$ cat config.mk
export PLATFORM = sky130hd
export DESIGN_NAME = img_crc_check
export DESIGN_NICKNAME = d
export VERILOG_FILES = /design/src/rtl/icc_pkg.sv /design/src/rtl/icc_tail_delay.sv /design/src/rtl/icc_crc_engine.sv /design/src/rtl/icc_verdict.sv /design/src/rtl/img_crc_check.sv
export SDC_FILE = /design/constraint.sdc
export NUM_CORES = 1
export LEC_CHECK = 0
export BUFFER_PORTS_ARGS = -buffer_cell sky130_fd_sc_hd__buf_2
export CAP_MARGIN = 40
export CORE_UTILIZATION = 50
export DETAILED_ROUTE_END_ITERATION = 8
export PLACE_DENSITY = 0.74
export SYNTH_ARGS = -nofsm -noshare
export SYNTH_HDL_FRONTEND = slang
export SYNTH_SLANG_ARGS = --single-unit
export TNS_END_PERCENT = 100
$ cat constraint.sdc
create_clock -name clk -period 2.7 [get_ports clk]
set_input_delay 0 -clock clk [delete_from_list [all_inputs] [get_ports clk]]
set_output_delay 0 -clock clk [all_outputs]
set_load 0.02 [all_outputs]
$ cat src/rtl/icc_pkg.sv
// Package: shared sizes for the image trailer CRC checker.
// Assumes byte-wide beats and a 16-bit checksum by default.
package icc_pkg;
    localparam int unsigned ICC_BYTE_W = 8;
    localparam int unsigned ICC_CRC_W  = 16;
    localparam logic [ICC_CRC_W-1:0] ICC_POLY = 16'h1021;
    localparam logic [ICC_CRC_W-1:0] ICC_INIT = 16'h0000;
endpackage

$ cat src/rtl/icc_tail_delay.sv
// Module: icc_tail_delay
// Holds the TAIL_N newest bytes of the image. A byte spills out toward the CRC
// only when a newer byte arrives while the line is full, so the trailer never
// leaves. Presents the trailer word (earlier byte high) built from the held bytes
// and the current beat. Assumes clear (start) takes effect before the beat of
// the same cycle.
module icc_tail_delay #(
    parameter int unsigned BYTE_W = 8,
    parameter int unsigned TAIL_N = 2
) (
    input  logic                     clk,
    input  logic                     rst_n,
    input  logic                     clear,
    input  logic                     beat,
    input  logic                     last,
    input  logic [BYTE_W-1:0]        data,
    output logic                     spill_valid,
    output logic [BYTE_W-1:0]        spill_byte,
    output logic                     short_img,
    output logic [TAIL_N*BYTE_W-1:0] tail_word
);
    localparam int unsigned FILL_W = $clog2(TAIL_N + 1);

    logic [BYTE_W-1:0] hold_q [TAIL_N];
    logic [FILL_W-1:0] fill_q;
    logic [FILL_W-1:0] base_fill;
    logic              full;

    // Effective fill level once a same-cycle clear is applied.
    assign base_fill   = clear ? '0 : fill_q;
    assign full        = (base_fill == FILL_W'(TAIL_N));
    assign spill_valid = beat && full;
    assign spill_byte  = hold_q[TAIL_N-1];
    assign short_img   = !full;

    // Fill level: saturates at TAIL_N, empties after the last byte or on clear.
    always_ff @(posedge clk) begin
        if (!rst_n) begin
            fill_q <= '0;
        end else if (beat && last) begin
            fill_q <= '0;
        end else if (beat) begin
            fill_q <= full ? base_fill : base_fill + FILL_W'(1);
        end else if (clear) begin
            fill_q <= '0;
        end
    end

    genvar j;
    generate
        for (j = 0; j < TAIL_N; j++) begin : g_slot
            // Slot j: newest byte at slot 0, each beat shifts toward the end.
            always_ff @(posedge clk) begin
                if (!rst_n) begin
                    hold_q[j] <= '0;
                end else if (beat && last) begin
                    hold_q[j] <= '0;
                end else if (beat) begin
                    if (j == 0) begin
                        hold_q[j] <= data;
                    end else begin
                        hold_q[j] <= hold_q[(j == 0) ? 0 : j-1];
                    end
                end else if (clear) begin
                    hold_q[j] <= '0;
                end
            end
        end

        for (j = 0; j + 1 < TAIL_N; j++) begin : g_tail
            // Trailer byte above the current beat, zero when not yet received.
            assign tail_word[(j+1)*BYTE_W +: BYTE_W] =
                (base_fill > FILL_W'(j)) ? hold_q[j] : '0;
        end
    endgenerate

    // The current beat is always the lowest trailer byte.
    assign tail_word[BYTE_W-1:0] = data;
endmodule

$ cat src/rtl/icc_crc_engine.sv
// Module: icc_crc_engine
// Running CRC register, one byte per feed, shifted most significant bit first.
// crc_final is the value including this cycle's feed, used by the verdict.
// Assumes restart (end of image) overrides feed for the register update.
module icc_crc_engine #(
    parameter int unsigned          BYTE_W = 8,
    parameter int unsigned          CRC_W  = 16,
    parameter logic [CRC_W-1:0]     POLY   = 16'h1021,
    parameter logic [CRC_W-1:0]     INIT   = 16'h0000
) (
    input  logic              clk,
    input  logic              rst_n,
    input  logic              clear,
    input  logic              restart,
    input  logic              feed,
    input  logic [BYTE_W-1:0] byte_in,
    output logic [CRC_W-1:0]  crc_final
);
    logic [CRC_W-1:0] crc_q;
    logic [CRC_W-1:0] crc_base;

    // Advance a CRC value by one byte, MSB first.
    function automatic logic [CRC_W-1:0] crc_step(input logic [CRC_W-1:0] c,
                                                  input logic [BYTE_W-1:0] b);
        logic [CRC_W-1:0] r;
        r = c;
        for (int i = BYTE_W - 1; i >= 0; i--) begin
            if (r[CRC_W-1] ^ b[i]) r = (r << 1) ^ POLY;
            else                   r = r << 1;
        end
        return r;
    endfunction

    // Value before this cycle's byte, after any same-cycle clear.
    assign crc_base  = clear ? INIT : crc_q;
    assign crc_final = feed ? crc_step(crc_base, byte_in) : crc_base;

    // CRC register: reseeds at image end, otherwise tracks crc_final.
    always_ff @(posedge clk) begin
        if (!rst_n)       crc_q <= INIT;
        else if (restart) crc_q <= INIT;
        else              crc_q <= crc_final;
    end
endmodule

$ cat src/rtl/icc_verdict.sv
// Module: icc_verdict
// Latches the result when the last byte is accepted and pulses done for one
// cycle. Results hold until the next image end or a start.
module icc_verdict #(
    parameter int unsigned CRC_W = 16
) (
    input  logic             clk,
    input  logic             rst_n,
    input  logic             clear,
    input  logic             fire,
    input  logic             short_img,
    input  logic [CRC_W-1:0] crc_final,
    input  logic [CRC_W-1:0] tail_word,
    output logic             done,
    output logic             match,
    output logic             malformed,
    output logic [CRC_W-1:0] crc_calc,
    output logic [CRC_W-1:0] crc_expect
);
    // Result registers: capture on fire, clear on start, otherwise hold.
    always_ff @(posedge clk) begin
        if (!rst_n) begin
            done       <= 1'b0;
            match      <= 1'b0;
            malformed  <= 1'b0;
            crc_calc   <= '0;
            crc_expect <= '0;
        end else if (fire) begin
            done       <= 1'b1;
            malformed  <= short_img;
            match      <= !short_img && (crc_final == tail_word);
            crc_calc   <= crc_final;
            crc_expect <= tail_word;
        end else if (clear) begin
            done       <= 1'b0;
            match      <= 1'b0;
            malformed  <= 1'b0;
            crc_calc   <= '0;
            crc_expect <= '0;
        end else begin
            done       <= 1'b0;
        end
    end
endmodule

$ cat src/rtl/img_crc_check.sv
// Module: img_crc_check (top)
// Streaming firmware-image checker: CRC over all bytes but the last two, which
// are compared against it as a big-endian trailer. Always ready. Assumes
// CRC_W is a whole number of bytes.
module img_crc_check #(
    parameter int unsigned      BYTE_W = icc_pkg::ICC_BYTE_W,
    parameter int unsigned      CRC_W  = icc_pkg::ICC_CRC_W,
    parameter logic [CRC_W-1:0] POLY   = icc_pkg::ICC_POLY,
    parameter logic [CRC_W-1:0] INIT   = icc_pkg::ICC_INIT
) (
    input  logic              clk,
    input  logic              rst_n,
    input  logic              start,
    input  logic              in_valid,
    input  logic [BYTE_W-1:0] in_data,
    input  logic              in_last,
    output logic              in_ready,
    output logic              done,
    output logic              match,
    output logic              malformed,
    output logic [CRC_W-1:0]  crc_calc,
    output logic [CRC_W-1:0]  crc_expect
);
    localparam int unsigned TAIL_N = CRC_W / BYTE_W;

    logic              fire;
    logic              spill_valid;
    logic [BYTE_W-1:0] spill_byte;
    logic              short_img;
    logic [CRC_W-1:0]  tail_word;
    logic [CRC_W-1:0]  crc_final;

    assign in_ready = 1'b1;
    assign fire     = in_valid && in_last;

    icc_tail_delay #(.BYTE_W(BYTE_W), .TAIL_N(TAIL_N)) u_tail (
        .clk         (clk),
        .rst_n       (rst_n),
        .clear       (start),
        .beat        (in_valid),
        .last        (in_last),
        .data        (in_data),
        .spill_valid (spill_valid),
        .spill_byte  (spill_byte),
        .short_img   (short_img),
        .tail_word   (tail_word)
    );

    icc_crc_engine #(.BYTE_W(BYTE_W), .CRC_W(CRC_W), .POLY(POLY), .INIT(INIT)) u_crc (
        .clk       (clk),
        .rst_n     (rst_n),
        .clear     (start),
        .restart   (fire),
        .feed      (spill_valid),
        .byte_in   (spill_byte),
        .crc_final (crc_final)
    );

    icc_verdict #(.CRC_W(CRC_W)) u_verdict (
        .clk        (clk),
        .rst_n      (rst_n),
        .clear      (start),
        .fire       (fire),
        .short_img  (short_img),
        .crc_final  (crc_final),
        .tail_word  (tail_word),
        .done       (done),
        .match      (match),
        .malformed  (malformed),
        .crc_calc   (crc_calc),
        .crc_expect (crc_expect)
    );
endmodule

==> metrics <==
status=completed; worst reg2reg path depth=11; Hold Crit Class=in -> reg; setup bufs post-CTS=0; unrepaired setup endpoints after global routing=no; Fmax=0.406 GHz; Tmin final=2.46 ns; crit-path max cell delay=0.47 ns; max-cap violation count=0; fin. max-slew vios=0; DR iter-0 viols=179; Routed Antenna Nets=0; clock sink count=69; setup TNS=0 ns; worst slack, placed=0.128 ns; VDD IR-drop max=469 uV; Slew @ Worst Pin=0.768 ns; CORE AREA=6390 um^2; Crit. path cell count=11; WP data required=2.98 ns; clock tree buffer depth=2; Die ar.=6950 um^2; Area Overhead vs Synth=19.7%; Arrival @ worst endpoint=2.75 ns; area of the mapped netlist=3310 um^2; # IOs=49; initial antenna violation count=0; number of remaining DRC errors=0; CP top delay family=simple AND/OR/NAND/NOR gates; vias per cell=5.71; n_diodes=0; gpl congestion=0.912; FILL cells=522; drt pass-1 iters=5; Slowest-stage cell, CP=or4_1; Pleak=1.64 nW; Warnings, synthesis=0; # nets final=419; critical path cell sequence=nand2_1 -> inv_1 -> ha_4 -> nand2_1 -> or4_1 -> and3_1 -> a221oi_1 -> a41oi_1 -> nor4b_2 -> nand4_1 -> o21ai_1; flops & latches, synth=69; CP dominant cell by count=nand2_1; Rel. slew slack=0.486; cell count after synthesis=344; via count=2777; sequential fraction of the synthesis area=0.466; Final WS setup=0.238 ns; Wirelength per Cell=17.0 um; WL final=8240 um; Root Buffer=clkbuf_8; Worst Setup End Kind=register; cell total after placement=461; crit path buf inv count=1; DP HPWL=6010 um; cell area power density=523 nW/um^2; count leader, synth=dfxtp_1; Worst Setup Start Kind=register; CTS tree=done; Fin Clk Skew=0.00999 ns; grt total ovfl=0; Post-DP Area=3650 um^2; # port buffers=47; leading area contributor after synthesis=dfxtp_1; period utilisation layout=0.912; CTS Buf Count=9; Netlist cell types=59; fraction of registers with async set/reset=0; CTS clock-pin slew for the worst setup and hold paths=0.07 ns; Syn Area/Cell=9.62 um^2; Final Hold Viols=0; fin area=3960 um^2; EDFF count, synth=16; CP max FO=7; crit path kind=reg -> reg; Synth area leaders=dfxtp_1 32%, edfxtp_1 15%, xnor2_1 5.3%, and2_1 4.2%, nand2_1 4.0%; largest net degree at the start of global routing=28; Die Ht=83.4 um; first-pass GRT wire length=13400 um; Die Width=83.4 um; Cell Count, Final, Fillers Out=486; post-synth top area share=0.321; vias in the first global route=2660; Initial Utilization=0.518; Fin Hold WS=0.0715 ns; Main synth FF type=dfxtp_1; worst skew pair latency=0.35 ns; Pwr Total=2.07 mW; syn nets=359; Tot GR Track Use=0.248; Core Rows=29; H-tree levels=3; top post-synthesis cells by count=53 x dfxtp_1, 35 x nand2_1, 30 x nor2_1, 22 x and2_1; Util after Layout=0.620; Setup Viol. Count Final=0; ratio of cells with drive above 1 in the final layout=0.218; Hold Path Stages=3
==> report_power, final <==
group / internal, mW / switching [mW] / total (mW) / leakage, nW
logic: 0.0728 / 0.108 / 0.180 / 0.923
registers: 1.08 / 0.0216 / 1.10 / 0.613
clock network: 0.413 / 0.381 / 0.794 / 0.0989
total: 1.56 / 0.510 / 2.07 / 1.64
==> final timing paths <==
path / from / end / slack [ns]
max: u_tail.fill_q[1]$_SDFF_PP0_ / u_verdict.match$_SDFFE_PN0P_ / 0.24
min: in_valid / u_tail.fill_q[1]$_SDFF_PP0_ / 0.07
max reg2reg: u_tail.fill_q[1]$_SDFF_PP0_ / u_verdict.match$_SDFFE_PN0P_ / 0.24
min reg2reg: u_verdict.crc_calc[12]$_SDFFE_PN0P_ / u_verdict.crc_calc[12]$_SDFFE_PN0P_ / 0.45
==> sequential cells by signal, summed over array words and instances (netlist names) <==
| name | flops |
|---|---|
| u_verdict.done | 1 |
| u_verdict.match | 1 |
| u_verdict.malformed | 1 |
| u_verdict.crc_calc | 16 |
| u_tail.fill_q | 2 |
| u_tail.hold_q | 16 |
| u_crc.crc_q | 16 |
| u_verdict.crc_expect | 16 |
==> per-layer routing <==
metal,GRT usage,part of all wire
met3,0.0547,0.057
met5,0,0
met2,0.386,0.47
met4,0.110,0.028
met1,0.332,0.44
==> cells in the final DEF (no fill, tap or decap), drive strengths merged, types with 2 or more instances in the layout <==
| cell type | n |
|---|---|
| inv | 5 |
| buf | 61 |
| nand3 | 7 |
| o211ai | 2 |
| xnor2 | 21 |
| nor4 | 3 |
| o22ai | 3 |
| and3 | 6 |
| a221oi | 2 |
| nor2b | 9 |
| o21ai | 24 |
| nand2 | 35 |
| o21a | 2 |
| nor3b | 3 |
| a22oi | 4 |
| xor3 | 2 |
| dlygate4sd3 | 9 |
| a2bb2oi | 2 |
| ha | 2 |
| nor2 | 31 |
| a22o | 14 |
| clkbuf | 13 |
| nor3 | 2 |
| dfxtp | 53 |
| clkinv | 2 |
| mux2i | 2 |
| a31oi | 5 |
| and2 | 22 |
| xor2 | 11 |
| edfxtp | 16 |
| a21oi | 14 |
| xnor3 | 2 |
| or4 | 2 |
==> worst reg2reg max path, stage by stage, from the launching register on <==
cell	delay (ns)
dfxtp_1	0.32
nand2_1	0.09
inv_1	0.10
ha_4	0.17
nand2_1	0.09
or4_1	0.47
and3_1	0.20
a221oi_1	0.30
a41oi_1	0.09
nor4b_2	0.32
nand4_1	0.12
o21ai_1	0.12
==> layout make-up <==
class                           count  area, um^2  area share
Clock buffer                       13         170      0.0430
Clock inverter                      3        16.3     0.00411
Inverter                            4        15.0     0.00379
Multi-Input combinational cell    250        1690       0.427
Sequential cell                    69        1540       0.389
Tap cell                           77        96.3      0.0243
Timing Repair Buffer               70         430       0.109
==> what timing repair did <==
item,CTS,global route
endpoints found under the hold margin,14,0
endpoints found under the setup margin,0,1
hold buffers,9,0
gates resized for setup,0,6
==> logic make-up (layout without fill, tap and decap cells) <==
| logic type | Yosys count | count (layout) | share of synthesized area |
|---|---|---|---|
| xor+xnor | 36 | 36 | 0.117 |
| flops | 69 | 69 | 0.466 |
| compound gates | 81 | 81 | 0.164 |
| other cells | 1 | 1 | 0.00113 |
| simple gates | 128 | 128 | 0.203 |
| buf+inv | 25 | 90 | 0.0348 |
| mux | 2 | 2 | 0.00605 |
| fa+ha+maj | 2 | 2 | 0.00756 |
(Power assumes the default switching activity.)
